==> src/rtl/fram_seq_pkg.sv <==
package fram_seq_pkg;

  localparam int ADDR_W = 24;

  localparam logic [7:0] OPC_READ  = 8'h03;
  localparam logic [7:0] OPC_WRITE = 8'h02;
  localparam logic [7:0] OPC_WREN  = 8'h06;

  localparam logic [1:0] OP_READ  = 2'b00;
  localparam logic [1:0] OP_WRITE = 2'b01;

  typedef enum logic [2:0] {
    ST_IDLE,
    ST_LEAD,
    ST_SHIFT,
    ST_TAIL,
    ST_GAP
  } seqState_t;

  // Strobes from the control FSM to the serial datapath
  typedef struct packed {
    logic       start;
    logic       load;
    logic [7:0] txByte;
    logic       tickEn;
    logic       shiftEn;
    logic       capture;
  } dpCtl_t;

endpackage

==> src/rtl/fram_seq_dp.sv <==
module fram_seq_dp
  import fram_seq_pkg::*;
#(
  parameter int DIV_W = 8
) (
  input  logic             clk,
  input  logic             rstN,
  input  dpCtl_t           ctl,
  input  logic [DIV_W-1:0] clkDiv,
  input  logic             miso,
  output logic             tick,
  output logic             byteDone,
  output logic             sclk,
  output logic             mosi,
  output logic [7:0]       rxByte
);

  localparam int BIT_W = 3;
  localparam logic [BIT_W-1:0] LAST_BIT = BIT_W'(7);

  logic [DIV_W-1:0] divLat;
  logic [DIV_W-1:0] divCnt;
  logic             sclkR;
  logic [7:0]       shOut;
  logic [7:0]       shIn;
  logic [BIT_W-1:0] bitCnt;

  assign tick     = ctl.tickEn && (divCnt == divLat);
  assign byteDone = ctl.shiftEn && tick && sclkR && (bitCnt == LAST_BIT);
  assign sclk     = sclkR;
  assign mosi     = shOut[7];

  // Half-period timer
  always_ff @(posedge clk) begin
    if (!rstN) begin
      divLat <= '0;
      divCnt <= '0;
    end else begin
      if (ctl.start) divLat <= clkDiv;
      if (!ctl.tickEn || tick) divCnt <= '0;
      else                     divCnt <= divCnt + 1'b1;
    end
  end

  // Shift engine: rise samples, fall advances
  always_ff @(posedge clk) begin
    if (!rstN) begin
      sclkR  <= 1'b0;
      shOut  <= '0;
      shIn   <= '0;
      bitCnt <= '0;
      rxByte <= '0;
    end else begin
      if (ctl.shiftEn && tick) begin
        if (!sclkR) begin
          sclkR <= 1'b1;
          shIn  <= {shIn[6:0], miso};
        end else begin
          sclkR <= 1'b0;
          if (bitCnt != LAST_BIT) begin
            shOut  <= {shOut[6:0], 1'b0};
            bitCnt <= bitCnt + 1'b1;
          end
        end
      end
      if (ctl.load) begin
        shOut  <= ctl.txByte;
        bitCnt <= '0;
      end
      if (ctl.capture) rxByte <= shIn;
    end
  end

endmodule

==> src/rtl/fram_seq_ctrl.sv <==
module fram_seq_ctrl
  import fram_seq_pkg::*;
#(
  parameter int LEN_W = 16
) (
  input  logic              clk,
  input  logic              rstN,
  input  logic              reqValid,
  input  logic [1:0]        reqOp,
  input  logic [ADDR_W-1:0] reqAddr,
  input  logic [LEN_W-1:0]  reqLen,
  input  logic              cfgAddr3,
  input  logic              cfgMergeCmd,
  input  logic [7:0]        wrData,
  input  logic              tick,
  input  logic              byteDone,
  output dpCtl_t            ctl,
  output logic              csN,
  output logic              busy,
  output logic              done,
  output logic              err,
  output logic              rdValid,
  output logic              wrTake
);

  localparam int IDX_W = LEN_W + 2;

  seqState_t         state;
  logic              isWrite;
  logic              inWren;
  logic              addr3;
  logic              gapHalf;
  logic [ADDR_W-1:0] addrLat;
  logic [LEN_W-1:0]  lenLat;
  logic [IDX_W-1:0]  byteIdx;
  logic [IDX_W-1:0]  lastIdx;
  logic [IDX_W-1:0]  nxtIdx;
  logic [IDX_W-1:0]  hdrCur;
  logic [IDX_W-1:0]  hdrReq;
  logic [7:0]        nxtByte;
  logic              accept;
  logic              reqBad;
  logic              lastByte;
  logic              curIsData;
  logic              nxtIsData;

  assign busy      = (state != ST_IDLE);
  assign accept    = reqValid && (state == ST_IDLE);
  assign reqBad    = reqOp[1] || cfgMergeCmd;
  assign hdrCur    = addr3 ? IDX_W'(3) : IDX_W'(2);
  assign hdrReq    = cfgAddr3 ? IDX_W'(3) : IDX_W'(2);
  assign nxtIdx    = byteIdx + 1'b1;
  assign lastByte  = (byteIdx == lastIdx);
  assign curIsData = (byteIdx > hdrCur);
  assign nxtIsData = (nxtIdx > hdrCur);

  // Byte that follows the current one in the frame
  always_comb begin
    if (nxtIdx == IDX_W'(1))
      nxtByte = addr3 ? addrLat[23:16] : addrLat[15:8];
    else if (nxtIdx == IDX_W'(2))
      nxtByte = addr3 ? addrLat[15:8] : addrLat[7:0];
    else if ((nxtIdx == IDX_W'(3)) && addr3)
      nxtByte = addrLat[7:0];
    else
      nxtByte = wrData;
  end

  always_comb begin
    ctl         = '0;
    ctl.tickEn  = (state != ST_IDLE);
    ctl.shiftEn = (state == ST_SHIFT);
    ctl.start   = accept && !reqBad;
    ctl.capture = byteDone && !isWrite && curIsData;
    if (ctl.start) begin
      ctl.load   = 1'b1;
      ctl.txByte = (reqOp == OP_WRITE) ? OPC_WREN : OPC_READ;
    end else if ((state == ST_GAP) && tick && gapHalf) begin
      ctl.load   = 1'b1;
      ctl.txByte = OPC_WRITE;
    end else if (byteDone && !lastByte) begin
      ctl.load   = 1'b1;
      ctl.txByte = nxtByte;
    end
  end

  always_ff @(posedge clk) begin
    if (!rstN) begin
      state   <= ST_IDLE;
      csN     <= 1'b1;
      done    <= 1'b0;
      err     <= 1'b0;
      rdValid <= 1'b0;
      wrTake  <= 1'b0;
      isWrite <= 1'b0;
      inWren  <= 1'b0;
      addr3   <= 1'b0;
      gapHalf <= 1'b0;
      addrLat <= '0;
      lenLat  <= '0;
      byteIdx <= '0;
      lastIdx <= '0;
    end else begin
      done    <= 1'b0;
      err     <= 1'b0;
      rdValid <= ctl.capture;
      wrTake  <= 1'b0;
      unique case (state)
        ST_IDLE: begin
          if (accept) begin
            if (reqBad) begin
              err <= 1'b1;
            end else begin
              isWrite <= (reqOp == OP_WRITE);
              inWren  <= (reqOp == OP_WRITE);
              addr3   <= cfgAddr3;
              addrLat <= reqAddr;
              lenLat  <= reqLen;
              byteIdx <= '0;
              lastIdx <= (reqOp == OP_WRITE) ? '0 : hdrReq + IDX_W'(reqLen);
              csN     <= 1'b0;
              state   <= ST_LEAD;
            end
          end
        end
        ST_LEAD: begin
          if (tick) state <= ST_SHIFT;
        end
        ST_SHIFT: begin
          if (byteDone) begin
            if (lastByte) begin
              state <= ST_TAIL;
            end else begin
              byteIdx <= nxtIdx;
              wrTake  <= isWrite && !inWren && nxtIsData;
            end
          end
        end
        ST_TAIL: begin
          if (tick) begin
            csN <= 1'b1;
            if (inWren) begin
              gapHalf <= 1'b0;
              state   <= ST_GAP;
            end else begin
              done  <= 1'b1;
              state <= ST_IDLE;
            end
          end
        end
        ST_GAP: begin
          if (tick) begin
            if (!gapHalf) begin
              gapHalf <= 1'b1;
            end else begin
              csN     <= 1'b0;
              inWren  <= 1'b0;
              byteIdx <= '0;
              lastIdx <= hdrCur + IDX_W'(lenLat);
              state   <= ST_LEAD;
            end
          end
        end
        default: state <= ST_IDLE;
      endcase
    end
  end

endmodule

==> src/rtl/fram_seq.sv <==
module fram_seq
  import fram_seq_pkg::*;
#(
  parameter int LEN_W = 16,
  parameter int DIV_W = 8
) (
  input  logic              clk,
  input  logic              rstN,
  input  logic              reqValid,
  input  logic [1:0]        reqOp,
  input  logic [ADDR_W-1:0] reqAddr,
  input  logic [LEN_W-1:0]  reqLen,
  input  logic              cfgAddr3,
  input  logic              cfgMergeCmd,
  input  logic [DIV_W-1:0]  clkDiv,
  output logic              busy,
  output logic              done,
  output logic              err,
  input  logic [7:0]        wrData,
  output logic              wrTake,
  output logic [7:0]        rdData,
  output logic              rdValid,
  output logic              sclk,
  output logic              csN,
  output logic              mosi,
  input  logic              miso
);

  dpCtl_t dpCtl;
  logic   tick;
  logic   byteDone;

  fram_seq_ctrl #(.LEN_W(LEN_W)) u_ctrl (
    .clk        (clk),
    .rstN       (rstN),
    .reqValid   (reqValid),
    .reqOp      (reqOp),
    .reqAddr    (reqAddr),
    .reqLen     (reqLen),
    .cfgAddr3   (cfgAddr3),
    .cfgMergeCmd(cfgMergeCmd),
    .wrData     (wrData),
    .tick       (tick),
    .byteDone   (byteDone),
    .ctl        (dpCtl),
    .csN        (csN),
    .busy       (busy),
    .done       (done),
    .err        (err),
    .rdValid    (rdValid),
    .wrTake     (wrTake)
  );

  fram_seq_dp #(.DIV_W(DIV_W)) u_dp (
    .clk     (clk),
    .rstN    (rstN),
    .ctl     (dpCtl),
    .clkDiv  (clkDiv),
    .miso    (miso),
    .tick    (tick),
    .byteDone(byteDone),
    .sclk    (sclk),
    .mosi    (mosi),
    .rxByte  (rdData)
  );

endmodule

==> config.mk <==
export PLATFORM = sky130hd
export DESIGN_NAME = fram_seq
export DESIGN_NICKNAME = d
export VERILOG_FILES = /design/src/rtl/fram_seq_pkg.sv /design/src/rtl/fram_seq_dp.sv /design/src/rtl/fram_seq_ctrl.sv /design/src/rtl/fram_seq.sv
export SDC_FILE = /design/constraint.sdc
export NUM_CORES = 1
export LEC_CHECK = 0
export BUFFER_PORTS_ARGS = -buffer_cell sky130_fd_sc_hd__buf_2
export CORE_ASPECT_RATIO = 0.7
export CORE_MARGIN = 2
export CORE_UTILIZATION = 45
export CTS_CLUSTER_SIZE = 30
export DETAILED_ROUTE_END_ITERATION = 10
export HOLD_SLACK_MARGIN = 0.12
export PLACE_DENSITY = 0.67
export SKIP_LAST_GASP = 1
export SYNTH_ARGS = -nofsm -noshare
export SYNTH_HDL_FRONTEND = slang
export SYNTH_SLANG_ARGS = --single-unit
==> constraint.sdc <==
create_clock -name clk -period 2.7 [get_ports clk]
set_clock_uncertainty 0.15 [all_clocks]
set_input_delay 0.81 -clock clk [delete_from_list [all_inputs] [get_ports clk]]
set_output_delay 0.81 -clock clk [all_outputs]
set_load 0.02 [all_outputs]
==> impl_metrics.tcl <==
set metrics [dict create \
    min_period_ns 2.57 \
    drt_iter0_markers 663 \
    criticalPathCategory "flop to flop" \
    p_seq_frac 0.409 \
    rows 38 \
    antenna_cells 0 \
    cts_buffer_depth 2 \
    core_mm2 0.0153 \
    fp.dieW_um 153 \
    cts_tree "yes" \
    grt_overflow 0 \
    synth_top_family_by_area "simple AND/OR/NAND/NOR gates" \
    synth_fp_nets 950 \
    synth_area_leaders "dfxtp_1, nand2_1, a21oi_1" \
    postSynthAreaPerCell_um2 7.99 \
    async_flop_share 0 \
    vias 6651 \
    start_util 0.455 \
    insertion_delay_ns 0.43 \
    io-pin-count 80 \
    wirelength_mm 19.4 \
    drive_above_1_share 0.229 \
    clkSlewWorstSetupHoldPaths_ns 0.07 \
    place_congestion 0.932 \
    max_cap_viol_count 0 \
    layout.nets 1057 \
    die_y_um 108 \
    hpwl_mm 13.9 \
    postLayoutCoreUtil 0.563 \
    wire_per_inst_um 16.3 \
    ys_seq_area_frac 0.376 \
    drt-vias-per-instance 5.58 \
    peakVddDrop_v 0.000430 \
    synth_cells 873 \
    drc_errors 0 \
    cts_buffers 17 \
    synth_edf_count 0 \
    p_switching_uw 1240 \
    netlist.top_cell.by_area "dfxtp_1" \
    status "completed" \
    tightest_slew_ns 0.928 \
    ant_nets 0 \
    power.share.clock 0.514 \
    first_pass_iters 4 \
    antenna_found_initial 0 \
    syn-cell-area_mm2 0.00697 \
    clock_sinks 131 \
    fin_crit_sh 0.951 \
    ctsHtreeMaxLevel 4 \
    required_ns 2.85 \
    fin_setup_tns_ns 0 \
    port_buffers 79 \
    combPwrFrac 0.077 \
    cts_hold_buffers 0 \
    grt_max_degree 54 \
    worstPathArrival_ns 2.72 \
    ys_ff_latch 131 \
    slew_headroom 0.379 \
    root_buffer "clkbuf_16" \
    grt_pass1_wl_mm 31.7 \
    ys_types 63 \
    crit_path_start_kind "flop" \
    synthAdderAreaFrac 0.0233 \
    worst_setup_path_end_kind "flop" \
    max_clock_freq_mhz 389 \
    setup_viol 0 \
    synth-simple-area-share 0.249 \
    cp_max_fo 10 \
    holdWs_ns 0.309 \
    cell_internal_pwr_uw 3710 \
    p_sw_frac 0.251 \
    grt_pass1_vias 6016 \
    synth_compound_area_frac 0.170 \
    area_growth_pct 23.7 \
    synthMuxAreaShare 0.0465 \
    finalHoldViolCount 0 \
    die_area_mm2 0.0165 \
    slew_viol_final 0 \
    power.leakage_uw 0.00357 \
    power.density_mw_per_mm2 574 \
    min_path_type "flop to flop" \
    yosys_most_used_dff "dfxtp_1" \
    synth_top_area_frac 0.376 \
    grt_usage 0.240 \
    yosys_warnings 0 \
    synth-xor-area-share 0.0817 \
]
[cell usage after synthesis, drive strengths merged (2+ instances only)]
library cell and count:
dfxtp 131, mux2 3, nand2b 2, mux2i 29, nor2 80, buf 19
or2 5, o311ai 3, nand3 27, nor3b 2, a21oi 78, o211ai 2
xnor2 31, or3 7, and4 6, nor3 26, xor2 34, o22ai 2
clkbuf 46, inv 20, and3 8, ha 13, a211oi 2, nand3b 6
a31oi 9, nand4b 4, a31o 3, a221oi 27, a222oi 5, o31ai 2
or4 4, nor2b 7, nand2 137, o21ai 38, and2 5, nand4 18
nor4 13, a311oi 8
[per-stage QoR]
| step | area, um^2 | power (uW) | std cells | setup slack, ns |
|---|---|---|---|---|
| after floorplan | 6970 | 2280 | 873 | 0.187 |
| after global placement | 7900 | 2430 | 1161 | -0.0455 |
| after detailed placement | 7900 | 2440 | 1161 | -0.0400 |
| after CTS | 8550 | 4970 | 1193 | 0.000296 |
| after global routing | 8620 | 5110 | 1193 | -0.0254 |
| final | 8620 | 4950 | 1193 | 0.131 |
[worst max-delay path, cell delays in order, from the launching register on]
cell and delay, ns:
dfxtp_1 0.43, nand3_1 0.24, or3_1 0.43, mux2i_1 0.14, a221oi_2 0.27, buf_4 0.19
and2_1 0.18, buf_12 0.14, mux2i_1 0.17, a31oi_1 0.10
[sequential cells by signal, indices dropped and copies added, names as in the netlist]
register / flops
u_ctrl.addr3: 1
u_ctrl.addrLat: 24
u_ctrl.byteIdx: 18
u_ctrl.csN: 1
u_ctrl.done: 1
u_ctrl.err: 1
u_ctrl.gapHalf: 1
u_ctrl.inWren: 1
u_ctrl.isWrite: 1
u_ctrl.lastIdx: 17
u_ctrl.lenLat: 16
u_ctrl.rdValid: 1
u_ctrl.state: 3
u_ctrl.wrTake: 1
u_dp.bitCnt: 3
u_dp.divCnt: 8
u_dp.divLat: 8
u_dp.rxByte: 8
u_dp.sclk: 1
u_dp.shIn: 8
u_dp.shOut: 8
[final timing paths]
path | startpoint | to | slack (ns) | cells after the start
worst max-delay path | u_ctrl.byteIdx[6] | u_dp.shOut[7] | 0.13 | 9
worst min-delay path | u_ctrl.addrLat[17] | u_ctrl.addrLat[17] | 0.31 | 2
worst max register to register | u_ctrl.byteIdx[6] | u_dp.shOut[7] | 0.13 | 9
worst min register to register | u_ctrl.addrLat[17] | u_ctrl.addrLat[17] | 0.31 | 2
[final cells by class]
class                   instances  area (um^2)
clock inverters                15          218
repair buffers                153          963
fillers                      1457         6690
well taps                     200          250
clock buffers                  17          425
flip-flops and latches        131         2640
inverters                      20         76.3
multi-input cells             657         4050
[repair_timing]
| item | in CTS | in global routing |
|---|---|---|
| gates resized for setup | 2 | 19 |
| buffers inserted | 0 | 0 |
| endpoints found under the setup margin | 5 | 14 |
| hold endpoints to repair | 0 | 0 |
| pin swaps | 0 | 8 |
[power by group through the flow]
| stage | Sequential, uW | Combinational (uW) | Clock, uW |
|---|---|---|---|
| 6_report | 2020 | 381 | 2540 |
| 5_1_grt | 2030 | 422 | 2660 |
| 4_1_cts | 2020 | 377 | 2570 |
| 3_5_place_dp | 2060 | 373 | 0 |
| 3_3_place_gp | 2060 | 369 | 0 |
| 2_1_floorplan | 2050 | 227 | 0 |
[kinds of logic (layout without fill, tap and decap cells)]
family	Yosys count	in the layout
simple gates	360	360
buf+inv	85	205
xor+xnor	65	65
mux	32	32
flops	131	131
compound gates	187	187
fa+ha+maj	13	13
[layout by cell type, fill, tap and decap left out, types with 3 or more instances in the layout]
master	instances
nand2_1	135
dfxtp_1	122
buf_2	79
nor2_1	78
a21oi_1	78
buf_4	73
o21ai_0	38
xor2_1	34
xnor2_1	31
mux2i_1	29
nand3_1	27
a221oi_1	26
nor3_1	24
inv_1	19
nand4_1	17
clkbuf_16	17
ha_1	13
nor4_1	9
a31oi_1	9
and3_1	8
a311oi_1	8
dfxtp_2	8
nor2b_1	7
or3_1	7
and2_1	5
and4_1	5
a222oi_1	5
or2_2	5
nand3b_1	5
inv_6	5
nand4b_1	4
bufinv_16	4
clkinv_4	4
nor4_2	3
a31o_2	3
mux2_2	3
or4_1	3
[metal layers]
| metal | routed length [um] | global-route usage | up-vias |
|---|---|---|---|
| met5 | 0 | 0 | - |
| met2 | 8120 | 0.348 | 227 |
| met1 | 9890 | 0.362 | 3091 |
| met4 | 155 | 0.0575 | 0 |
| met3 | 1290 | 0.0509 | 15 |
| li1 | - | - | 3318 |
(Power assumes the default switching activity.)
